File: src/rtl/phy_port_pkg.sv
package phy_port_pkg;

  localparam int WORD_W    = 32;
  localparam int FIELD_W   = 8;
  localparam int ADDR_LSB  = 0;
  localparam int WDATA_LSB = 8;
  localparam int RDATA_LSB = 16;
  localparam int WREQ_BIT  = 24;
  localparam int RREQ_BIT  = 25;
  localparam int ACK_BIT   = 26;

  typedef enum logic [1:0] {
    ST_IDLE = 2'd0,
    ST_BUSY = 2'd1,
    ST_ACK  = 2'd2
  } port_state_t;

  // strobes from control to datapath / register file
  typedef struct packed {
    logic openFields;  // address and write byte may be stored
    logic doWrite;     // perform PHY write this cycle
    logic doRead;      // load read byte this cycle
  } ctrl_strobe_t;

endpackage

File: src/rtl/phy_regfile.sv
module phy_regfile
  import phy_port_pkg::*;
#(
  parameter int REG_COUNT = 14,
  parameter int HOLE_LO   = 9,
  parameter int HOLE_HI   = 10
) (
  input  logic               clk,
  input  logic               rstN,
  input  logic               we,
  input  logic [FIELD_W-1:0] addr,
  input  logic [FIELD_W-1:0] wdata,
  output logic [FIELD_W-1:0] rdByte
);

  localparam int IDX_W = (REG_COUNT > 1) ? $clog2(REG_COUNT) : 1;
  localparam int NSLOT = 1 << IDX_W;
  localparam logic [FIELD_W-1:0] REG_LIMIT = FIELD_W'(REG_COUNT);

  logic [NSLOT*FIELD_W-1:0] cellsFlat;
  logic                     inRange;
  logic [IDX_W-1:0]         idx;

  assign inRange = (addr < REG_LIMIT);
  assign idx     = addr[IDX_W-1:0];

  for (genvar i = 0; i < NSLOT; i++) begin : g_slot
    localparam bit USED = (i < REG_COUNT) && !((i >= HOLE_LO) && (i <= HOLE_HI));
    if (USED) begin : g_cell
      logic [FIELD_W-1:0] slotQ;
      always_ff @(posedge clk) begin
        if (!rstN) begin
          slotQ <= '0;
        end else if (we && inRange && (idx == IDX_W'(i))) begin
          slotQ <= wdata;
        end
      end
      assign cellsFlat[i*FIELD_W +: FIELD_W] = slotQ;
    end else begin : g_hole
      assign cellsFlat[i*FIELD_W +: FIELD_W] = '0;
    end
  end

  always_comb begin
    rdByte = '0;
    if (inRange) begin
      rdByte = cellsFlat[idx*FIELD_W +: FIELD_W];
    end
  end

endmodule

File: src/rtl/phy_port_ctrl.sv
module phy_port_ctrl
  import phy_port_pkg::*;
#(
  parameter int ACC_LAT = 3
) (
  input  logic         clk,
  input  logic         rstN,
  input  logic         wReq,
  input  logic         rReq,
  output ctrl_strobe_t strobe,
  output logic         ack
);

  localparam int CNT_W = (ACC_LAT > 1) ? $clog2(ACC_LAT) : 1;
  localparam logic [CNT_W-1:0] CNT_LAST = CNT_W'(ACC_LAT - 1);

  port_state_t      state;
  logic [CNT_W-1:0] cnt;
  logic             opWrite;
  logic             lastCycle;

  assign lastCycle = (state == ST_BUSY) && (cnt == CNT_LAST);

  always_ff @(posedge clk) begin
    if (!rstN) begin
      state   <= ST_IDLE;
      cnt     <= '0;
      opWrite <= 1'b0;
      ack     <= 1'b0;
    end else begin
      case (state)
        ST_IDLE: begin
          if (wReq || rReq) begin
            state   <= ST_BUSY;
            cnt     <= '0;
            opWrite <= wReq;
          end
        end
        ST_BUSY: begin
          if (cnt == CNT_LAST) begin
            state <= ST_ACK;
            ack   <= 1'b1;
          end else begin
            cnt <= cnt + 1'b1;
          end
        end
        ST_ACK: begin
          if (!wReq && !rReq) begin
            state <= ST_IDLE;
            ack   <= 1'b0;
          end
        end
        default: begin
          state <= ST_IDLE;
          ack   <= 1'b0;
        end
      endcase
    end
  end

  always_comb begin
    strobe            = '0;
    strobe.openFields = (state == ST_IDLE);
    strobe.doWrite    = lastCycle && opWrite;
    strobe.doRead     = lastCycle && !opWrite;
  end

endmodule

File: src/rtl/phy_port_dpath.sv
module phy_port_dpath
  import phy_port_pkg::*;
(
  input  logic               clk,
  input  logic               rstN,
  input  logic               wrEn,
  input  logic [WORD_W-1:0]  wrData,
  input  ctrl_strobe_t       strobe,
  input  logic               ack,
  input  logic [FIELD_W-1:0] phyRdByte,
  output logic               wReq,
  output logic               rReq,
  output logic [FIELD_W-1:0] addr,
  output logic [FIELD_W-1:0] wdata,
  output logic [WORD_W-1:0]  rdData
);

  logic [FIELD_W-1:0] rdFieldQ;

  always_ff @(posedge clk) begin
    if (!rstN) begin
      addr     <= '0;
      wdata    <= '0;
      wReq     <= 1'b0;
      rReq     <= 1'b0;
      rdFieldQ <= '0;
    end else begin
      if (wrEn) begin
        wReq <= wrData[WREQ_BIT];
        rReq <= wrData[RREQ_BIT];
        if (strobe.openFields) begin
          addr  <= wrData[ADDR_LSB  +: FIELD_W];
          wdata <= wrData[WDATA_LSB +: FIELD_W];
        end
      end
      if (strobe.doRead) begin
        rdFieldQ <= phyRdByte;
      end
    end
  end

  always_comb begin
    rdData                          = '0;
    rdData[ADDR_LSB  +: FIELD_W]    = addr;
    rdData[WDATA_LSB +: FIELD_W]    = wdata;
    rdData[RDATA_LSB +: FIELD_W]    = rdFieldQ;
    rdData[WREQ_BIT]                = wReq;
    rdData[RREQ_BIT]                = rReq;
    rdData[ACK_BIT]                 = ack;
  end

endmodule

File: src/rtl/phy_port_bridge.sv
module phy_port_bridge
  import phy_port_pkg::*;
#(
  parameter int ACC_LAT   = 3,
  parameter int REG_COUNT = 14,
  parameter int HOLE_LO   = 9,
  parameter int HOLE_HI   = 10
) (
  input  logic        clk,
  input  logic        rstN,
  input  logic        wrEn,
  input  logic [31:0] wrData,
  output logic [31:0] rdData
);

  ctrl_strobe_t       strobe;
  logic               ack;
  logic               wReq;
  logic               rReq;
  logic [FIELD_W-1:0] addr;
  logic [FIELD_W-1:0] wdata;
  logic [FIELD_W-1:0] phyRdByte;

  phy_port_ctrl #(.ACC_LAT(ACC_LAT)) u_ctrl (
    .clk    (clk),
    .rstN   (rstN),
    .wReq   (wReq),
    .rReq   (rReq),
    .strobe (strobe),
    .ack    (ack)
  );

  phy_port_dpath u_dpath (
    .clk       (clk),
    .rstN      (rstN),
    .wrEn      (wrEn),
    .wrData    (wrData),
    .strobe    (strobe),
    .ack       (ack),
    .phyRdByte (phyRdByte),
    .wReq      (wReq),
    .rReq      (rReq),
    .addr      (addr),
    .wdata     (wdata),
    .rdData    (rdData)
  );

  phy_regfile #(
    .REG_COUNT (REG_COUNT),
    .HOLE_LO   (HOLE_LO),
    .HOLE_HI   (HOLE_HI)
  ) u_regs (
    .clk    (clk),
    .rstN   (rstN),
    .we     (strobe.doWrite),
    .addr   (addr),
    .wdata  (wdata),
    .rdByte (phyRdByte)
  );

endmodule

File: config.mk
export PLATFORM = sky130hd
export DESIGN_NAME = phy_port_bridge
export DESIGN_NICKNAME = d
export VERILOG_FILES = /design/src/rtl/phy_port_pkg.sv /design/src/rtl/phy_regfile.sv /design/src/rtl/phy_port_ctrl.sv /design/src/rtl/phy_port_dpath.sv /design/src/rtl/phy_port_bridge.sv
export SDC_FILE = /design/constraint.sdc
export NUM_CORES = 1
export LEC_CHECK = 0
export CAP_MARGIN = 10
export CORE_ASPECT_RATIO = 0.6
export CORE_MARGIN = 5
export CORE_UTILIZATION = 45
export DETAILED_ROUTE_END_ITERATION = 10
export PLACE_DENSITY_LB_ADDON = 0.12
export SLEW_MARGIN = 30
export SYNTH_ARGS = -nofsm -noshare
export SYNTH_HDL_FRONTEND = slang
export SYNTH_SLANG_ARGS = --single-unit
File: constraint.sdc
create_clock -name clk -period 3.1 [get_ports clk]
set_input_delay 0.775 -clock clk [delete_from_list [all_inputs] [get_ports clk]]
set_output_delay 0.775 -clock clk [all_outputs]
set_load 0.05 [all_outputs]
### Word-level counts from Yosys, hierarchy flattened

Cells that the tools add are included.

* memories kept: 0
* register bits: 128
* ROM bits: 0
* bits in latches: 0
* input port bits: 35
* RAM bits: 0
* output and inout bits: 32
* logic and storage cells: 83

* shifts and indexed selects: 1
* divide/modulo/power cells: 0
* bitwise gates (word level): 1
* reductions and logical operators: 29
* multiplexer cells: 11
* eq/ne operators: 18
* order comparisons: 1
* add/subtract/negate cells: 1
* multiply operators: 0

Operators with widths (count)
* $shiftx A128 B8 Y8: 1
* $logic_and A1 B1 Y1: 17
* $eq A4 B3 Y1 const B: 4
* $eq A4 B4 Y1 const B: 4
* $mux W2: 5
* $reduce_and A3 Y1: 3
* $eq A4 B2 Y1 const B: 2
* $lt A8 B4 Y1 const B: 1
* $mux W8: 1
* $pmux W2 S3: 1
* $eq A2 B2 Y1 const B: 2
* $eq A4 B1 Y1 const B: 1
* $logic_not A4 Y1: 1
* $ne A2 B1 Y1 const B: 2
* $ne A2 B2 Y1 const B: 2
* $pmux W2 S2: 1
* $reduce_and A2 Y1: 2
* $logic_not A1 Y1: 3
* $pmux W1 S3: 1
* $add A2 B1 Y2 const B: 1
* $eq A2 B1 Y1 const B: 1
* $logic_not A2 Y1: 1
* $mux W1: 2
* $reduce_bool A2 Y1: 1
* 2 further kinds: 2

### Longest topological paths before layout

* word-level depth: 5
* depth in mapped cells: 9

### Cells and area by module

Synthesis repeated with hierarchy kept, for this count alone.

* cells, all modules: 596
* area, all modules: 6068.3 um^2

By module, submodules not included
* phy_regfile: instances 1, area an instance 4501.8 um^2, seq. area each 1921.8 um^2, cells each 427
* phy_port_dpath: instances 1, area an instance 1227.4 um^2, seq. area each 520.5 um^2, cells each 131
* phy_port_ctrl: instances 1, area an instance 339.1 um^2, seq. area each 120.1 um^2, cells each 38

### Least setup slack after synthesis

No wires, ideal clock.

* kind: reg-to-reg
* start point: reg u_dpath.addr[2]
* end point: reg u_regs.g_slot[4].g_cell.slotQ[3]
* clock period less this slack: 2.151 ns
* cell stages (with the launch flop): 6
* arrival time: 2.079 ns
* slack: 0.949 ns
* path through: dfxtp_1 > buf_2 > nor2b_1 > nand4_4 > nor3_2 > mux2i_1

* cells in the longest elaborated chain, start to end: 3
* elaborated cells between the ends (all ways): 4
* classes of those cells: 1 x order compare; 1 x eq/ne; 2 x reduce/logical

Ends and longest elaborated chain
* from (decl): RTL line phy_port_dpath.sv:13 `output logic [FIELD_W-1:0] addr,`
* from (signal assigned): RTL line phy_port_dpath.sv:32 `addr <= wrData[ADDR_LSB +: FIELD_W];`
* $lt A8 B4 Y1: RTL line phy_regfile.sv:24 `assign inRange = (addr < REG_LIMIT);`
* $logic_and A1 B1 Y1: RTL line phy_regfile.sv:34 `end else if (we && inRange && (idx == IDX_W'(i))) begin`
* $logic_and A1 B1 Y1 (*): RTL line phy_regfile.sv:34
* to (signal assigned): RTL line phy_regfile.sv:35 `slotQ <= wdata;`
* to (decl): RTL line phy_regfile.sv:30 `logic [FIELD_W-1:0] slotQ;`

Every way passes the cells marked *; elsewhere a longest branch is shown, timed or not.
A chain may end at the register's enable or synchronous reset.

### Final worst setup path

* start point: reg u_dpath.addr[3]
* end point: out rdData[3]

RTL lines
* to (decl): RTL line phy_port_bridge.sv:13 `output logic [31:0] rdData`

No word-level cell between the ends.

==> impl_metrics.toml <==
[status]
run_status = "complete, no violations"

[final_layout]
final_cell_mix = "143 x nand2_1, 128 x dfxtp_1, 122 x mux2i_1, 44 x clkdlybuf4s50_1, 24 x o21ai_0"
final_common_cell = "nand2_1"
diodes = 0
finalNetCount = 654
n_fill_cell = 1081
final_area_sq_mm = 0.00695
post-route-util_pct = 54.8
area_delta_synth_final_pct = 20.8
final_cells = 801
layout-drive-gt1-share_pct = 11.4
seqCellArea_sq_mm = 0.00256
multi_input_area_sq_mm = 0.00295

[power]
seqPwrFrac_pct = 40.2
powerDensity_mw_per_mm2 = 607
ir_drop_v = 0.000384
power_switching_uw = 994
clkPwrFrac_pct = 52.3
swShare_pct = 23.5
internal_power_mw = 3.23
leakagePower_nw = 2.23
p_comb_share_pct = 7.6
power_mw = 4.22

[critical_path]
end_kind = "output port"
path_depth = 1
r2r_slack_ns = 0.70
critPathArrivalTime_ns = 2.03
crit_type = "register to output port"
crit_path_start_kind = "register"
r2r-start = "u_ctrl.cnt[0]$_SDFFE_PN0P_"
reg2reg_to = "u_regs.g_slot[8].g_cell.slotQ[3]$_SDFFE_PN0P_"
cp.required_ns = 2.32
critPathMaxFanout = 15
critPathLaunch = "u_dpath.addr[3]$_SDFFE_PN0P_"
cpLargestDelayFamily = "buffers and inverters"
max_stage_delay_ns = 0.92
crit_end = "rdData[3]"
rr_worst_depth = 6
worst-path-buf-inv = 1
cp_cell_sequence = "clkdlybuf4s50_1"
cp_slowest_cell = "clkdlybuf4s50_1"

[floorplan]
start_util_pct = 45.3
die_width_microns = 156
core_sq_mm = 0.0127
die_height_microns = 97.6
die_area_sq_mm = 0.0152
rows = 32
io_pins = 67

[timing]
whs_ns = 0.458
drv_slew = 0
finalHoldViolations = 0
slew_headroom_pct = 47.5
grt_setup_unrepaired = "no"
final.period_utilization_pct = 90.4
worst_pin_slew_ns = 0.781
finalCriticalPeriod_ns = 2.80
max_clock_freq_ghz = 0.357
setup_viol = 0
fin_ws_ns = 0.299
timing.setup.tns_ns = 0
finClkSkew_ns = 0.0108

[route]
drt-initial-drc-count = 215
wire_per_inst_microns = 18.1
finalWirelength_microns = 14500
drc_errors = 0
vias = 4351
antenna_left = 0
via_per_inst = 5.43
drt-pass1-iter-count = 4

[synth]
netlist_area_sq_mm = 0.00575
avgSynthCellArea_sq_um = 9.74
syn-instance-count = 591
ys_seq_area_share_pct = 44.5
synth_warnings = 0
synth_top_area_cell = "dfxtp_1"
synth.area.top_cells = "dfxtp_1 45%, mux2i_1 21%, nand2_1 9.3%"
synth_seq_cells = 128
synthDistinctLibCells = 39
yosys.area.top_type_share_pct = 44.5

[clocking]
clock_latency_ns = 0.41
ctsResizeCount = 0
cts_buffer_depth = 2
cts.sinks = 128
cts_tree = "built"
root_buffer = "clkbuf_16"
cts_buffers = 17
h-tree-depth = 4
cts_hold_buf = 0
post_cts_buffers = 0
clk_pin_slew_ns = 0.06

[grt]
grt_pass1_wl_microns = 23100
overflow = 0
antenna_found_initial = 1
grt_max_degree = 59
grt_pass1_vias = 4215
track_usage_pct = 19.4

[worst_hold_path]
hp-class = "register to register"

[placement]
dpl.cell_count = 769
pre_cts_slack_ns = 0.705
dp_hpwl_microns = 10000
place_congestion = 0.817
dpl_cell_area_sq_mm = 0.00630
numPortBuffers = 47

[run]
max_cap_violations = 0
==> worst min-delay path by stage <==
stage | startpoint | to | slack, ns | cells past startpoint
floorplan | u_regs.g_slot[2].g_cell.slotQ[7]$_SDFFE_PN0P_ | u_regs.g_slot[2].g_cell.slotQ[7]$_SDFFE_PN0P_ | 0.43 | 2
global placement | u_regs.g_slot[2].g_cell.slotQ[6]$_SDFFE_PN0P_ | u_regs.g_slot[2].g_cell.slotQ[6]$_SDFFE_PN0P_ | 0.44 | 2
detailed placement | u_regs.g_slot[0].g_cell.slotQ[4]$_SDFFE_PN0P_ | u_regs.g_slot[0].g_cell.slotQ[4]$_SDFFE_PN0P_ | 0.45 | 2
CTS | u_regs.g_slot[12].g_cell.slotQ[6]$_SDFFE_PN0P_ | u_regs.g_slot[12].g_cell.slotQ[6]$_SDFFE_PN0P_ | 0.46 | 2
global route | u_regs.g_slot[0].g_cell.slotQ[1]$_SDFFE_PN0P_ | u_regs.g_slot[0].g_cell.slotQ[1]$_SDFFE_PN0P_ | 0.47 | 2
finish | u_regs.g_slot[7].g_cell.slotQ[3]$_SDFFE_PN0P_ | u_regs.g_slot[7].g_cell.slotQ[3]$_SDFFE_PN0P_ | 0.46 | 2
==> power groups by stage <==
stage	clock network [mW]	logic [mW]	registers [mW]
after floorplan	0	0.187	1.76
after global placement	0	0.313	1.73
after detailed placement	0	0.320	1.73
after CTS	2.24	0.321	1.70
after global routing	2.31	0.340	1.70
final	2.21	0.319	1.70
==> cell type report <==
| class | instances | area share (%) |
|---|---|---|
| repair buffers | 59 | 8.14 |
| well taps | 170 | 3.06 |
| clock inverters | 12 | 2.99 |
| flip-flops and latches | 128 | 36.9 |
| inverters | 1 | 0.0540 |
| multi-input cells | 411 | 42.5 |
| clock buffers | 20 | 6.43 |
==> layer usage <==
layer  vias up  global-route usage [%]  wire, microns  part of all wire [%]
li1       2103                       -              -                     -
met1      2142                    29.5           7420                    51
met2        93                    27.0           6190                    43
met3        13                    4.81            701                   4.8
met4         0                    5.11            152                   1.1
met5         -                       0              0                     0
==> synth_stat cells <==
master and number:
clkbuf_1 34, nor3_1 2, a31oi_1 8, buf_4 9, or2_2 2, o21a_1 8, nor3_4 2, o31ai_1 1
conb_1 1, and2_1 2, ha_1 1, and4b_2 1, nor3_2 2, nand2b_1 3, a21o_1 1, clkbuf_2 1
a21oi_1 2, nor2_2 6, nor4_4 3, buf_2 8, a221oi_1 8, mux4_2 8, o22a_1 8, nor2b_1 9
inv_1 1, nand2_1 143, nand3b_1 1, mux2i_1 122, nor2_1 6, a21boi_0 16, o21ai_0 24, and3b_1 1
a22oi_1 11, buf_1 3, nand3_4 1, nand3_1 1, dfxtp_1 128, nand4_4 2, o21ai_1 1
==> flip-flops by register name (all words and copies together), names as in the netlist <==
| register | count |
|---|---|
| u_dpath.wdata | 8 |
| u_ctrl.opWrite | 1 |
| u_dpath.rdFieldQ | 8 |
| u_regs.g_slot.g_cell.slotQ | 96 |
| u_dpath.wReq | 1 |
| u_ctrl.state | 2 |
| u_dpath.rReq | 1 |
| u_dpath.addr | 8 |
| u_ctrl.cnt | 2 |
| u_ctrl.ack | 1 |
==> worst min-delay path, cell delays in order (launching register included) <==
cell and delay [ns]:
dfxtp_1 0.31, nand2_1 0.05, mux2i_1 0.05
==> kinds of logic (layout without fill, tap and decap cells) <==
| group | after synthesis | after routing | share of synthesized area [%] |
|---|---|---|---|
| buffers and inverters | 56 | 92 | 4.44 |
| adders and majority gates | 1 | 1 | 0.217 |
| and+or+nand+nor | 187 | 187 | 15.9 |
| other | 1 | 5 | 0.0652 |
| DFF | 128 | 128 | 44.5 |
| muxes | 130 | 130 | 24.4 |
| AOI/OAI and AO/OA | 88 | 88 | 10.5 |
Power figures use the tool's default switching activity.
